$ cat src/rtl/nand_cp_pkg.sv
package nand_cp_pkg;

   localparam logic [7:0] OP_LOAD     = 8'h80;
   localparam logic [7:0] OP_CACHE_GO = 8'h15;
   localparam logic [7:0] OP_PAGE_GO  = 8'h10;
   localparam logic [7:0] OP_STATUS   = 8'h70;

   // address framing: column byte, spare column byte, then row bytes
   localparam int unsigned ADDR_CYCLES = 5;
   localparam int unsigned ROW_FIRST   = 2;
   localparam int unsigned ROW_BYTES   = ADDR_CYCLES - ROW_FIRST;
   localparam int unsigned ROW_W       = 8 * ROW_BYTES;

   // status byte bit positions
   localparam int unsigned SB_CACHE_RDY = 6;
   localparam int unsigned SB_ARRAY_RDY = 5;
   localparam int unsigned SB_FAIL_PREV = 1;
   localparam int unsigned SB_FAIL_LAST = 0;

   typedef enum logic [1:0] {LD_IDLE, LD_ADDR, LD_DATA} load_ph_e;
   typedef enum logic [1:0] {CQ_READY, CQ_WAIT, CQ_XFER, CQ_HOLD} cache_st_e;
   typedef enum logic {AR_IDLE, AR_PROG} arr_st_e;

   typedef struct packed {
      logic       cmd;
      logic       adr;
      logic       dat;
      logic [7:0] val;
   } bus_ev_t;

endpackage

$ cat src/rtl/nand_cp_busif.sv
module nand_cp_busif import nand_cp_pkg::*; #(
   parameter bit REG_EVENTS = 1'b0
) (
   input  logic       clk,
   input  logic       rst_n,
   input  logic       cle,
   input  logic       ale,
   input  logic       we_n,
   input  logic [7:0] io_in,
   output bus_ev_t    ev_o
);

   logic    we_q;
   logic    we_rise;
   bus_ev_t ev_raw;

   always_ff @(posedge clk or negedge rst_n) begin
      if (!rst_n) we_q <= 1'b1;
      else        we_q <= we_n;
   end

   assign we_rise    = we_n & ~we_q;
   assign ev_raw.cmd = we_rise &  cle & ~ale;
   assign ev_raw.adr = we_rise &  ale & ~cle;
   assign ev_raw.dat = we_rise & ~ale & ~cle;
   assign ev_raw.val = io_in;

   generate
      if (REG_EVENTS) begin : g_reg
         bus_ev_t ev_q;
         always_ff @(posedge clk or negedge rst_n) begin
            if (!rst_n) ev_q <= '0;
            else        ev_q <= ev_raw;
         end
         assign ev_o = ev_q;
      end else begin : g_comb
         assign ev_o = ev_raw;
      end
   endgenerate

endmodule

$ cat src/rtl/nand_cp_cache.sv
module nand_cp_cache import nand_cp_pkg::*; #(
   parameter int unsigned PAGE_BYTES = 16,
   localparam int unsigned COL_W = $clog2(PAGE_BYTES)
) (
   input  logic             clk,
   input  logic             rst_n,
   input  bus_ev_t          ev_i,
   input  logic             cache_rdy_i,
   output logic             go_cache_o,
   output logic             go_page_o,
   output logic [7:0]       page_o [PAGE_BYTES],
   output logic [ROW_W-1:0] row_o
);

   load_ph_e       ph;
   logic [2:0]     acnt;
   logic [COL_W:0] col;
   logic           cmd_ok, preset, adr_ok, wr_en;

   assign cmd_ok = ev_i.cmd & cache_rdy_i;
   assign preset = cmd_ok & (ev_i.val == OP_LOAD);
   assign adr_ok = ev_i.adr & cache_rdy_i & (ph == LD_ADDR);
   assign wr_en  = ev_i.dat & cache_rdy_i & (ph == LD_DATA) & ~col[COL_W];

   assign go_cache_o = cmd_ok & (ph == LD_DATA) & (ev_i.val == OP_CACHE_GO);
   assign go_page_o  = cmd_ok & (ph == LD_DATA) & (ev_i.val == OP_PAGE_GO);

   always_ff @(posedge clk or negedge rst_n) begin
      if (!rst_n) begin
         ph   <= LD_IDLE;
         acnt <= '0;
         col  <= '0;
      end else if (preset) begin
         ph   <= LD_ADDR;
         acnt <= '0;
         col  <= '0;
      end else if (cmd_ok) begin
         if (ev_i.val != OP_STATUS) ph <= LD_IDLE;
      end else if (adr_ok) begin
         if (acnt == 3'd0) col <= {1'b0, ev_i.val[COL_W-1:0]};
         if (acnt == 3'(ADDR_CYCLES - 1)) ph <= LD_DATA;
         acnt <= acnt + 3'd1;
      end else if (wr_en) begin
         col <= col + 1'b1;
      end
   end

   // row bytes, least significant first
   generate
      for (genvar b = 0; b < ROW_BYTES; b++) begin : g_row
         always_ff @(posedge clk or negedge rst_n) begin
            if (!rst_n)
               row_o[8*b +: 8] <= '0;
            else if (adr_ok && acnt == 3'(ROW_FIRST + b))
               row_o[8*b +: 8] <= ev_i.val;
         end
      end
   endgenerate

   // cache register bytes, erased to FFh by each accepted load command
   generate
      for (genvar g = 0; g < PAGE_BYTES; g++) begin : g_byte
         always_ff @(posedge clk or negedge rst_n) begin
            if (!rst_n)
               page_o[g] <= 8'hFF;
            else if (preset)
               page_o[g] <= 8'hFF;
            else if (wr_en && col[COL_W-1:0] == COL_W'(g))
               page_o[g] <= ev_i.val;
         end
      end
   endgenerate

   a_r1_col_bounded: assert property (@(posedge clk) disable iff (!rst_n)
      col <= (COL_W+1)'(PAGE_BYTES));

   a_r9_col_frozen_while_busy: assert property (@(posedge clk) disable iff (!rst_n)
      !$stable(col) |-> $past(cache_rdy_i));

endmodule

$ cat src/rtl/nand_cp_engine.sv
module nand_cp_engine import nand_cp_pkg::*; #(
   parameter int unsigned PAGE_BYTES = 16,
   parameter int unsigned XFER_CYC   = 8,
   parameter int unsigned PROG_CYC   = 200,
   localparam int unsigned COL_W = $clog2(PAGE_BYTES),
   localparam int unsigned XW    = $clog2(XFER_CYC + 1),
   localparam int unsigned PW    = $clog2(PROG_CYC + 1)
) (
   input  logic             clk,
   input  logic             rst_n,
   input  logic             go_cache_i,
   input  logic             go_page_i,
   input  logic [7:0]       page_i [PAGE_BYTES],
   input  logic [ROW_W-1:0] row_i,
   input  logic             fail_inject_i,
   output logic             cache_rdy_o,
   output logic             array_rdy_o,
   output logic             fail_last_o,
   output logic             fail_prev_o,
   output logic             arr_we_o,
   output logic [ROW_W-1:0] arr_row_o,
   output logic [COL_W-1:0] arr_col_o,
   output logic [7:0]       arr_byte_o
);

   cache_st_e      cst;
   arr_st_e        ast;
   logic [XW-1:0]  xcnt;
   logic [PW-1:0]  pcnt;
   logic [COL_W:0] idx;
   logic           hold_q, facc;
   logic [7:0]     dreg [PAGE_BYTES];
   logic           go_any, arr_done, arr_free, xfer_done;

   assign go_any    = go_cache_i | go_page_i;
   assign arr_done  = (ast == AR_PROG) && (pcnt == '0);
   assign arr_free  = (ast == AR_IDLE) || arr_done;
   assign xfer_done = (cst == CQ_XFER) && (xcnt == '0);

   // cache side: commit, wait for the array, transfer, optional hold
   always_ff @(posedge clk or negedge rst_n) begin
      if (!rst_n) begin
         cst    <= CQ_READY;
         xcnt   <= '0;
         hold_q <= 1'b0;
      end else begin
         unique case (cst)
            CQ_READY: if (go_any) begin
               hold_q <= go_page_i;
               if (arr_free) begin
                  cst  <= CQ_XFER;
                  xcnt <= XW'(XFER_CYC - 1);
               end else begin
                  cst <= CQ_WAIT;
               end
            end
            CQ_WAIT: if (arr_free) begin
               cst  <= CQ_XFER;
               xcnt <= XW'(XFER_CYC - 1);
            end
            CQ_XFER: begin
               if (xcnt == '0) cst  <= hold_q ? CQ_HOLD : CQ_READY;
               else            xcnt <= xcnt - 1'b1;
            end
            CQ_HOLD: if (arr_done) cst <= CQ_READY;
            default: cst <= CQ_READY;
         endcase
      end
   end

   // array side: timed program with byte stream and pass/fail history
   always_ff @(posedge clk or negedge rst_n) begin
      if (!rst_n) begin
         ast         <= AR_IDLE;
         pcnt        <= '0;
         idx         <= '0;
         facc        <= 1'b0;
         fail_last_o <= 1'b0;
         fail_prev_o <= 1'b0;
         arr_row_o   <= '0;
      end else begin
         unique case (ast)
            AR_IDLE: if (xfer_done) begin
               ast       <= AR_PROG;
               pcnt      <= PW'(PROG_CYC - 1);
               idx       <= '0;
               facc      <= 1'b0;
               arr_row_o <= row_i;
            end
            AR_PROG: begin
               facc <= facc | fail_inject_i;
               if (!idx[COL_W]) idx <= idx + 1'b1;
               if (pcnt == '0) begin
                  ast         <= AR_IDLE;
                  fail_last_o <= facc | fail_inject_i;
                  fail_prev_o <= fail_last_o;
               end else begin
                  pcnt <= pcnt - 1'b1;
               end
            end
            default: ast <= AR_IDLE;
         endcase
      end
   end

   generate
      for (genvar g = 0; g < PAGE_BYTES; g++) begin : g_dreg
         always_ff @(posedge clk or negedge rst_n) begin
            if (!rst_n)         dreg[g] <= '0;
            else if (xfer_done) dreg[g] <= page_i[g];
         end
      end
   endgenerate

   assign cache_rdy_o = (cst == CQ_READY);
   assign array_rdy_o = (ast == AR_IDLE) && (cst == CQ_READY);
   assign arr_we_o    = (ast == AR_PROG) && !idx[COL_W];
   assign arr_col_o   = idx[COL_W-1:0];
   assign arr_byte_o  = dreg[idx[COL_W-1:0]];

   a_r4_xfer_into_idle_array: assert property (@(posedge clk) disable iff (!rst_n)
      xfer_done |-> (ast == AR_IDLE));

   a_r3_busy_needs_commit: assert property (@(posedge clk) disable iff (!rst_n)
      $fell(cache_rdy_o) |-> $past(go_any));

   a_r6_hold_tracks_array: assert property (@(posedge clk) disable iff (!rst_n)
      (cst == CQ_HOLD) |-> (ast == AR_PROG));

endmodule

$ cat src/rtl/nand_cache_prog.sv
module nand_cache_prog import nand_cp_pkg::*; #(
   parameter int unsigned PAGE_BYTES = 16,
   parameter int unsigned XFER_CYC   = 8,
   parameter int unsigned PROG_CYC   = 200,
   parameter bit          REG_EVENTS = 1'b0
) (
   input  logic                          clk,
   input  logic                          rst_n,
   input  logic                          cle,
   input  logic                          ale,
   input  logic                          we_n,
   input  logic                          re_n,
   input  logic [7:0]                    io_in,
   input  logic                          fail_inject,
   output logic [7:0]                    io_out,
   output logic                          io_oe,
   output logic                          rb,
   output logic                          arr_we,
   output logic [ROW_W-1:0]              arr_row,
   output logic [$clog2(PAGE_BYTES)-1:0] arr_col,
   output logic [7:0]                    arr_byte
);

   generate
      if (PAGE_BYTES < 2 || PAGE_BYTES > 256 || (PAGE_BYTES & (PAGE_BYTES - 1)) != 0) begin : g_bad_page
         $error("PAGE_BYTES must be a power of two from 2 to 256");
      end
      if (XFER_CYC < 1) begin : g_bad_xfer
         $error("XFER_CYC must be at least 1");
      end
      if (PROG_CYC < PAGE_BYTES) begin : g_bad_prog
         $error("PROG_CYC must cover one byte per column");
      end
   endgenerate

   bus_ev_t          ev;
   logic             go_cache, go_page;
   logic [7:0]       cpage [PAGE_BYTES];
   logic [ROW_W-1:0] crow;
   logic             cache_rdy, array_rdy, fail_last, fail_prev;
   logic             stat_mode;
   logic [7:0]       status;

   nand_cp_busif #(.REG_EVENTS(REG_EVENTS)) u_busif (
      .clk  (clk),
      .rst_n(rst_n),
      .cle  (cle),
      .ale  (ale),
      .we_n (we_n),
      .io_in(io_in),
      .ev_o (ev)
   );

   nand_cp_cache #(.PAGE_BYTES(PAGE_BYTES)) u_cache (
      .clk        (clk),
      .rst_n      (rst_n),
      .ev_i       (ev),
      .cache_rdy_i(cache_rdy),
      .go_cache_o (go_cache),
      .go_page_o  (go_page),
      .page_o     (cpage),
      .row_o      (crow)
   );

   nand_cp_engine #(
      .PAGE_BYTES(PAGE_BYTES),
      .XFER_CYC  (XFER_CYC),
      .PROG_CYC  (PROG_CYC)
   ) u_engine (
      .clk          (clk),
      .rst_n        (rst_n),
      .go_cache_i   (go_cache),
      .go_page_i    (go_page),
      .page_i       (cpage),
      .row_i        (crow),
      .fail_inject_i(fail_inject),
      .cache_rdy_o  (cache_rdy),
      .array_rdy_o  (array_rdy),
      .fail_last_o  (fail_last),
      .fail_prev_o  (fail_prev),
      .arr_we_o     (arr_we),
      .arr_row_o    (arr_row),
      .arr_col_o    (arr_col),
      .arr_byte_o   (arr_byte)
   );

   // status output mode: opened by 70h at any time, closed by any other accepted command
   always_ff @(posedge clk or negedge rst_n) begin
      if (!rst_n)
         stat_mode <= 1'b0;
      else if (ev.cmd && ev.val == OP_STATUS)
         stat_mode <= 1'b1;
      else if (ev.cmd && cache_rdy)
         stat_mode <= 1'b0;
   end

   always_comb begin
      status               = '0;
      status[SB_CACHE_RDY] = cache_rdy;
      status[SB_ARRAY_RDY] = array_rdy;
      status[SB_FAIL_PREV] = fail_prev;
      status[SB_FAIL_LAST] = fail_last;
   end

   assign rb     = cache_rdy;
   assign io_oe  = stat_mode & ~re_n;
   assign io_out = io_oe ? status : 8'h00;

   a_r7_array_rdy_needs_cache_rdy: assert property (@(posedge clk) disable iff (!rst_n)
      array_rdy |-> rb);

   a_r4_stream_only_while_array_busy: assert property (@(posedge clk) disable iff (!rst_n)
      arr_we |-> !array_rdy);

endmodule

$ cat config.mk
export PLATFORM = sky130hd
export DESIGN_NAME = nand_cache_prog
export DESIGN_NICKNAME = d
export VERILOG_FILES = /design/src/rtl/nand_cp_pkg.sv /design/src/rtl/nand_cp_busif.sv /design/src/rtl/nand_cp_cache.sv /design/src/rtl/nand_cp_engine.sv /design/src/rtl/nand_cache_prog.sv
export SDC_FILE = /design/constraint.sdc
export NUM_CORES = 1
export LEC_CHECK = 0
export BUFFER_PORTS_ARGS = -buffer_cell sky130_fd_sc_hd__clkbuf_2
export CORE_UTILIZATION = 56
export CTS_CLUSTER_DIAMETER = 50
export DETAILED_ROUTE_END_ITERATION = 16
export PLACE_DENSITY_LB_ADDON = 0.2
export SYNTH_ARGS = -nofsm -noshare
export SYNTH_HDL_FRONTEND = slang
export SYNTH_SLANG_ARGS = --single-unit
$ cat constraint.sdc
create_clock -name clk -period 2.8 [get_ports clk]
set_clock_uncertainty 0.1 [all_clocks]
set_input_delay 0.42 -clock clk [delete_from_list [all_inputs] [get_ports clk]]
set_output_delay 0.42 -clock clk [all_outputs]
set_load 0.01 [all_outputs]
# Word level (Yosys, flattened, before mapping)
# Cells that the tools add are included.
dict set report op_classes {
  add_sub_neg 5
  order_cmp 1
  eq_ne 39
  n_mux 73
  bitwise_logic 27
  n_reduce_logical 64
}
# operator n
set ops {}
lappend ops {{$mux W8} 36}
lappend ops {{$reduce_bool A2 Y1} 18}
lappend ops {{$mux W5} 7}
lappend ops {{$bmux W8 S4} 1}
lappend ops {{$eq A4 B4 Y1 const B} 8}
lappend ops {{$logic_and A1 B1 Y1} 25}
lappend ops {{$mux W2} 11}
lappend ops {{$and A1 B1 Y1} 18}
lappend ops {{$eq A4 B3 Y1 const B} 4}
lappend ops {{$eq A8 B5 Y1 const B} 2}
lappend ops {{$pmux W8 S2} 1}
lappend ops {{$mux W4} 3}
lappend ops {{$pmux W4 S3} 1}
lappend ops {{$reduce_and A2 Y1} 6}
lappend ops {{$reduce_bool A3 Y1} 4}
lappend ops {{$add A5 B1 Y5 const B} 2}
lappend ops {{$ne A2 B2 Y1 const B} 5}
lappend ops {{$pmux W5 S2} 1}
lappend ops {{$mux W3} 3}
lappend ops {{$reduce_and A3 Y1} 3}
lappend ops {{$eq A4 B2 Y1 const B} 2}
lappend ops {{$eq A8 B7 Y1 const B} 1}
lappend ops {{$eq A8 B8 Y1 const B} 1}
lappend ops {{$logic_not A4 Y1} 2}
lappend ops {{26 further kinds} 44}
dict set report totals {
  ff_bits 340
  in_bits 15
  out_inout_bits 47
  word_cells 260
}

# Logic depth before layout (Yosys ltp)
dict set report logic_depth {
  ltp_word 11
  depth_mapped 9
  ltp_nobuf 6
}

# Modules after synthesis
# Synthesis repeated with hierarchy kept, for this count alone.
dict set report unflattened {
  cells_unflattened 1403
  area_unflattened_um2 15318.4
}
# mod n_inst cells_per_inst area_per_inst_um2 seq_area_each_um2
set by_module_without_submodules {}
lappend by_module_without_submodules {nand_cp_engine 1 791 7896.3 4404.2}
lappend by_module_without_submodules {nand_cp_cache 1 584 7160.6 4214.0}
lappend by_module_without_submodules {nand_cache_prog 1 16 135.1 25.0}
lappend by_module_without_submodules {nand_cp_busif 1 12 126.4 26.3}

# Worst setup path after synthesis
# OpenSTA, ideal clock, no wires.
dict set report synth_path {
  path_kind {flip-flop to output port}
  startpoint {reg u_engine.idx[0]}
  endpoint {out arr_byte[0]}
  arrival_ps 2229
  t_required_ps 2280
  setup_slack_ps 51
  stages_incl_launch_ff 5
  n_path_buf 2
  cell_sequence {dfrtp_1 clkbuf_1 buf_1 mux4_2 mux4_2}
}
dict set report synth_via {
  elab_chain_cells 4
}
# element line_no
set synth_rtl {}
lappend synth_rtl {{from (decl)} nand_cp_engine.sv:30} ;# logic [COL_W:0] idx;
lappend synth_rtl {{from (signal assigned)} nand_cp_engine.sv:92} ;# if (!idx[COL_W]) idx <= idx + 1'b1;
lappend synth_rtl {{$not A4 Y5 (implied by the code)} nand_cp_engine.sv:119} ;# assign arr_byte_o = dreg[idx[COL_W-1:0]];
lappend synth_rtl {{$bmux W8 S4} nand_cp_engine.sv:119}
lappend synth_rtl {{$mux W8 (implied by the code) (2 in a row)} nand_cp_engine.sv:119}
lappend synth_rtl {{to (decl)} nand_cache_prog.sv:21} ;# output logic [7:0] arr_byte
# Every way passes these cells. The select of a mux whose other input is x is not followed.

# Final worst setup path
dict set report layout_path {
  startpoint {reg u_engine.idx[0]}
  endpoint {out arr_byte[2]}
}
# Same word-level chain as after synthesis.

==> results.md <==
## Status
- **outcome** finished, violations left
- **violations in the final reports** setup timing

## Pwr
- **static power due to leakage** 9.51 nW
- **power after layout** 0.0103 W
- **ratio of total power to cell area** 585 nW/um^2
- **Worst VDD drop** 506 uV

## Placement
- **number of port buffers** 57
- **worst slack at placement** 0.275 ns
- **routability cong.** 0.825
- **Final HPWL DP** 22,100 um

## GRT
- **initial antenna violation count** 0
- **overall routing resource usage** 0.263
- **pin count of the biggest net entering global routing** 79
- **aggregate global routing overflow** 0
- **first-pass GRT wire length** 56,400 um
- **number of global-route vias before repair** 9,739

## Logic synthesis
- **most used flip-flop cell after synthesis** sky130_fd_sc_hd__dfrtp_1
- **top cell type's share of synthesized area** 0.345
- **top cell types by occurrence after synthesis** sky130_fd_sc_hd__dfrtp_1 (211), sky130_fd_sc_hd__mux2_2 (151), sky130_fd_sc_hd__nand2_1 (141), sky130_fd_sc_hd__dfstp_2 (129), sky130_fd_sc_hd__mux2i_1 (118)
- **most area-consuming cells after synthesis** sky130_fd_sc_hd__dfrtp_1 (34%), sky130_fd_sc_hd__dfstp_2 (22%), sky130_fd_sc_hd__mux2_2 (11%)
- **library cell with the highest instance count after synthesis** sky130_fd_sc_hd__dfrtp_1
- **number of enable-type register cells in the synthesized netlist** 0
- **Mapped Avg Cell Area** 13.6 sq um
- **Cell Area, Synth** 15,300 sq um
- **post-synthesis cell type with the largest combined area** sky130_fd_sc_hd__dfrtp_1
- **sequential area share after synthesis** 0.566
- **cell count after synthesis** 1,128
- **warnings from Yosys** 0
- **share of synthesized registers carrying an async set or reset** 1.00
- **Yosys reg bits** 340
- **Yosys cell types** 69

## Worst setup path
- **data arrival time at the worst-slack endpoint** 2.40 ns
- **slack of the worst reg-to-reg path** 0.40 ns
- **delay-heaviest family, CP** multiplexers
- **Max stage delay on crit path** 0.53 ns
- **CP max-delay cell** sky130_fd_sc_hd__mux4_2
- **biggest fanout along the worst timing path** 6
- **number of buffer and inverter instances along the worst setup path** 3
- **CP Data Required Time** 2.28 ns
- **sequence of cells on the critical path** buf_12, buf_12, mux4_2, mux4_2, buf_2
- **critical path type** register to output port
- **Setup crit start kind** register
- **Worst setup EP type** output port

## STA
- **share of the clock period used by the worst path** 1.04
- **max_slew headroom** 0.546
- **Worst Tran Pin Value** 0.678 ns
- **Hold Worst Slack** 0.0581 ns
- **unrepaired setup endpoints after global routing** true
- **post-layout minimum cycle time** 2.92 ns
- **final number of max-transition violations** 0
- **count of final setup violators** 7
- **Max Clk Rate** 342 MHz
- **Final Worst Setup Slack** -0.122 ns
- **number of failing hold endpoints at the final stage** 0
- **Sum Neg Setup Slack** -0.665 ns

## Min path
- **type of the tightest min-delay check** primary input to register

## Floorplanning
- **die width** 167 um
- **die outline height** 167 um
- **Core Area** 26,900 sq um
- **effective utilization at floorplan** 0.570
- **Die Outline Area** 28,000 sq um
- **placement row count** 60
- **number of placed I/O pins** 62

## CTS
- **CTS sink cnt** 340
- **clock latency of the later-clocked register in the worst-skew pair** 0.53 ns
- **buffer cell driving the clock tree root** sky130_fd_sc_hd__clkbuf_16
- **CTS Buf Count** 40
- **clock tree from TritonCTS** built
- **buffer depth of the longest clock path** 3
- **total number of H-tree levels** 2
- **clock-pin slew reported for the worst setup and hold paths after clock tree synthesis** 0.06 ns

## Detailed routing
- **wire length after detailed routing** 35,200 um
- **final routed wire length divided by cell count** 22.3 um
- **remaining routing DRC violations** 0
- **DRT antenna net count** 0
- **number of vias in the routed layout** 9,418
- **vias per inst** 5.97
- **first-pass iteration count of the detailed router** 5
- **initial drt markers** 763

## Layout
- **area growth from synthesis to final layout** 15.2%
- **Final Core Density** 0.657
- **Final nets** 1,234
- **antenna fix cells** 0
- **layout cell share with drive strength beyond 1** 0.425

## Run
- **max capacitance violation total** 0

final timing paths:
kind | to | startpoint | cells past startpoint
max reg2reg | u_cache.page_o[23] | u_engine.cst[1] | 4
min | u_engine.facc | fail_inject | 3
max in group asynchronous | u_cache.page_o[102] | rst_n | 3
min reg2reg | u_engine.arr_row_o[10] | u_engine.arr_row_o[10] | 1
max | arr_byte[2] | u_engine.idx[0] | 5
min in group asynchronous | u_engine.arr_row_o[6] | rst_n | 2
sequential cells by signal, indices dropped and copies added (netlist names):
name / count
u_cache.page_o: 128
u_engine.dreg: 128
u_cache.row_o: 24
u_engine.arr_row_o: 24
u_engine.pcnt: 8
u_cache.col: 5
u_engine.idx: 5
u_engine.xcnt: 4
u_cache.acnt: 3
u_cache.ph: 2
u_engine.cst: 2
stat_mode: 1
u_busif.we_q: 1
u_engine.ast: 1
u_engine.facc: 1
u_engine.fail_last_o: 1
u_engine.fail_prev_o: 1
u_engine.hold_q: 1
placed cells by master (no fill, tap or decap), types with 17 or more instances in the layout:
cell / instances
sky130_fd_sc_hd__dfrtp_1: 209
sky130_fd_sc_hd__clkbuf_2: 54
sky130_fd_sc_hd__nand2_1: 140
sky130_fd_sc_hd__dfstp_2: 129
sky130_fd_sc_hd__clkbuf_16: 42
sky130_fd_sc_hd__mux2i_1: 118
sky130_fd_sc_hd__o21ai_0: 19
sky130_fd_sc_hd__mux2_1: 42
sky130_fd_sc_hd__mux4_2: 40
sky130_fd_sc_hd__mux2_2: 151
sky130_fd_sc_hd__inv_1: 17
sky130_fd_sc_hd__buf_4: 43
metal layers:
layer  share of wire  track usage
met5               0            0
met2            0.47        0.418
met1            0.44        0.372
met4           0.023       0.0766
met3           0.061       0.0468
worst register-to-register path: cells and delay by family, from the launching register on:
| kind | cells | cell delay [ns] |
|---|---|---|
| multiplexers | 1 | 0.33 |
| AND/OR/NAND/NOR | 2 | 1.32 |
| flip-flops | 1 | 0.47 |
| AO/OA/AOI/OAI | 1 | 0.10 |
logic make-up (layout without fill, tap and decap cells):
kind of cell | count (synthesis) | count (layout) | synth area share
simple gates | 248 | 248 | 0.0834
buf+inv | 101 | 206 | 0.0293
compound gates | 71 | 71 | 0.0306
fa+ha+maj | 13 | 13 | 0.0106
other cells | 1 | 4 | 0.000245
xor+xnor | 3 | 3 | 0.00172
mux | 351 | 351 | 0.278
flops | 340 | 340 | 0.566
area by class of cell:
| class | instances | area (sq um) |
|---|---|---|
| tap | 341 | 427 |
| sequential | 340 | 8670 |
| fill | 1999 | 9230 |
| timing repair buffer | 117 | 941 |
| clock inverter | 12 | 120 |
| multi-input combinational | 690 | 6230 |
| inverter | 17 | 63.8 |
| clock buffer | 60 | 1200 |
metrics by stage:
step / cell area, sq um / std cells
after floorplan: 15300 / 1131
after global placement: 16200 / 1498
after detailed placement: 16200 / 1498
after CTS: 17600 / 1577
after global routing: 17600 / 1577
final: 17600 / 1577
report_power, final:
part	total [W]	switching, W	internal (W)	leakage [nW]
clock network	0.00512	0.00204	0.00308	0.645
registers	0.00496	0.00000895	0.00495	4.23
logic	0.000243	0.000190	0.0000532	4.63
repair_timing:
action                                 in CTS  in global routing
resized for setup                           4                  5
setup endpoints to repair                   8                  8
cloned                                      1                  1
hold buffers                                2                  0
buffers inserted                            4                  1
endpoints found under the hold margin      46                  0
Power figures use the tool's default switching activity.
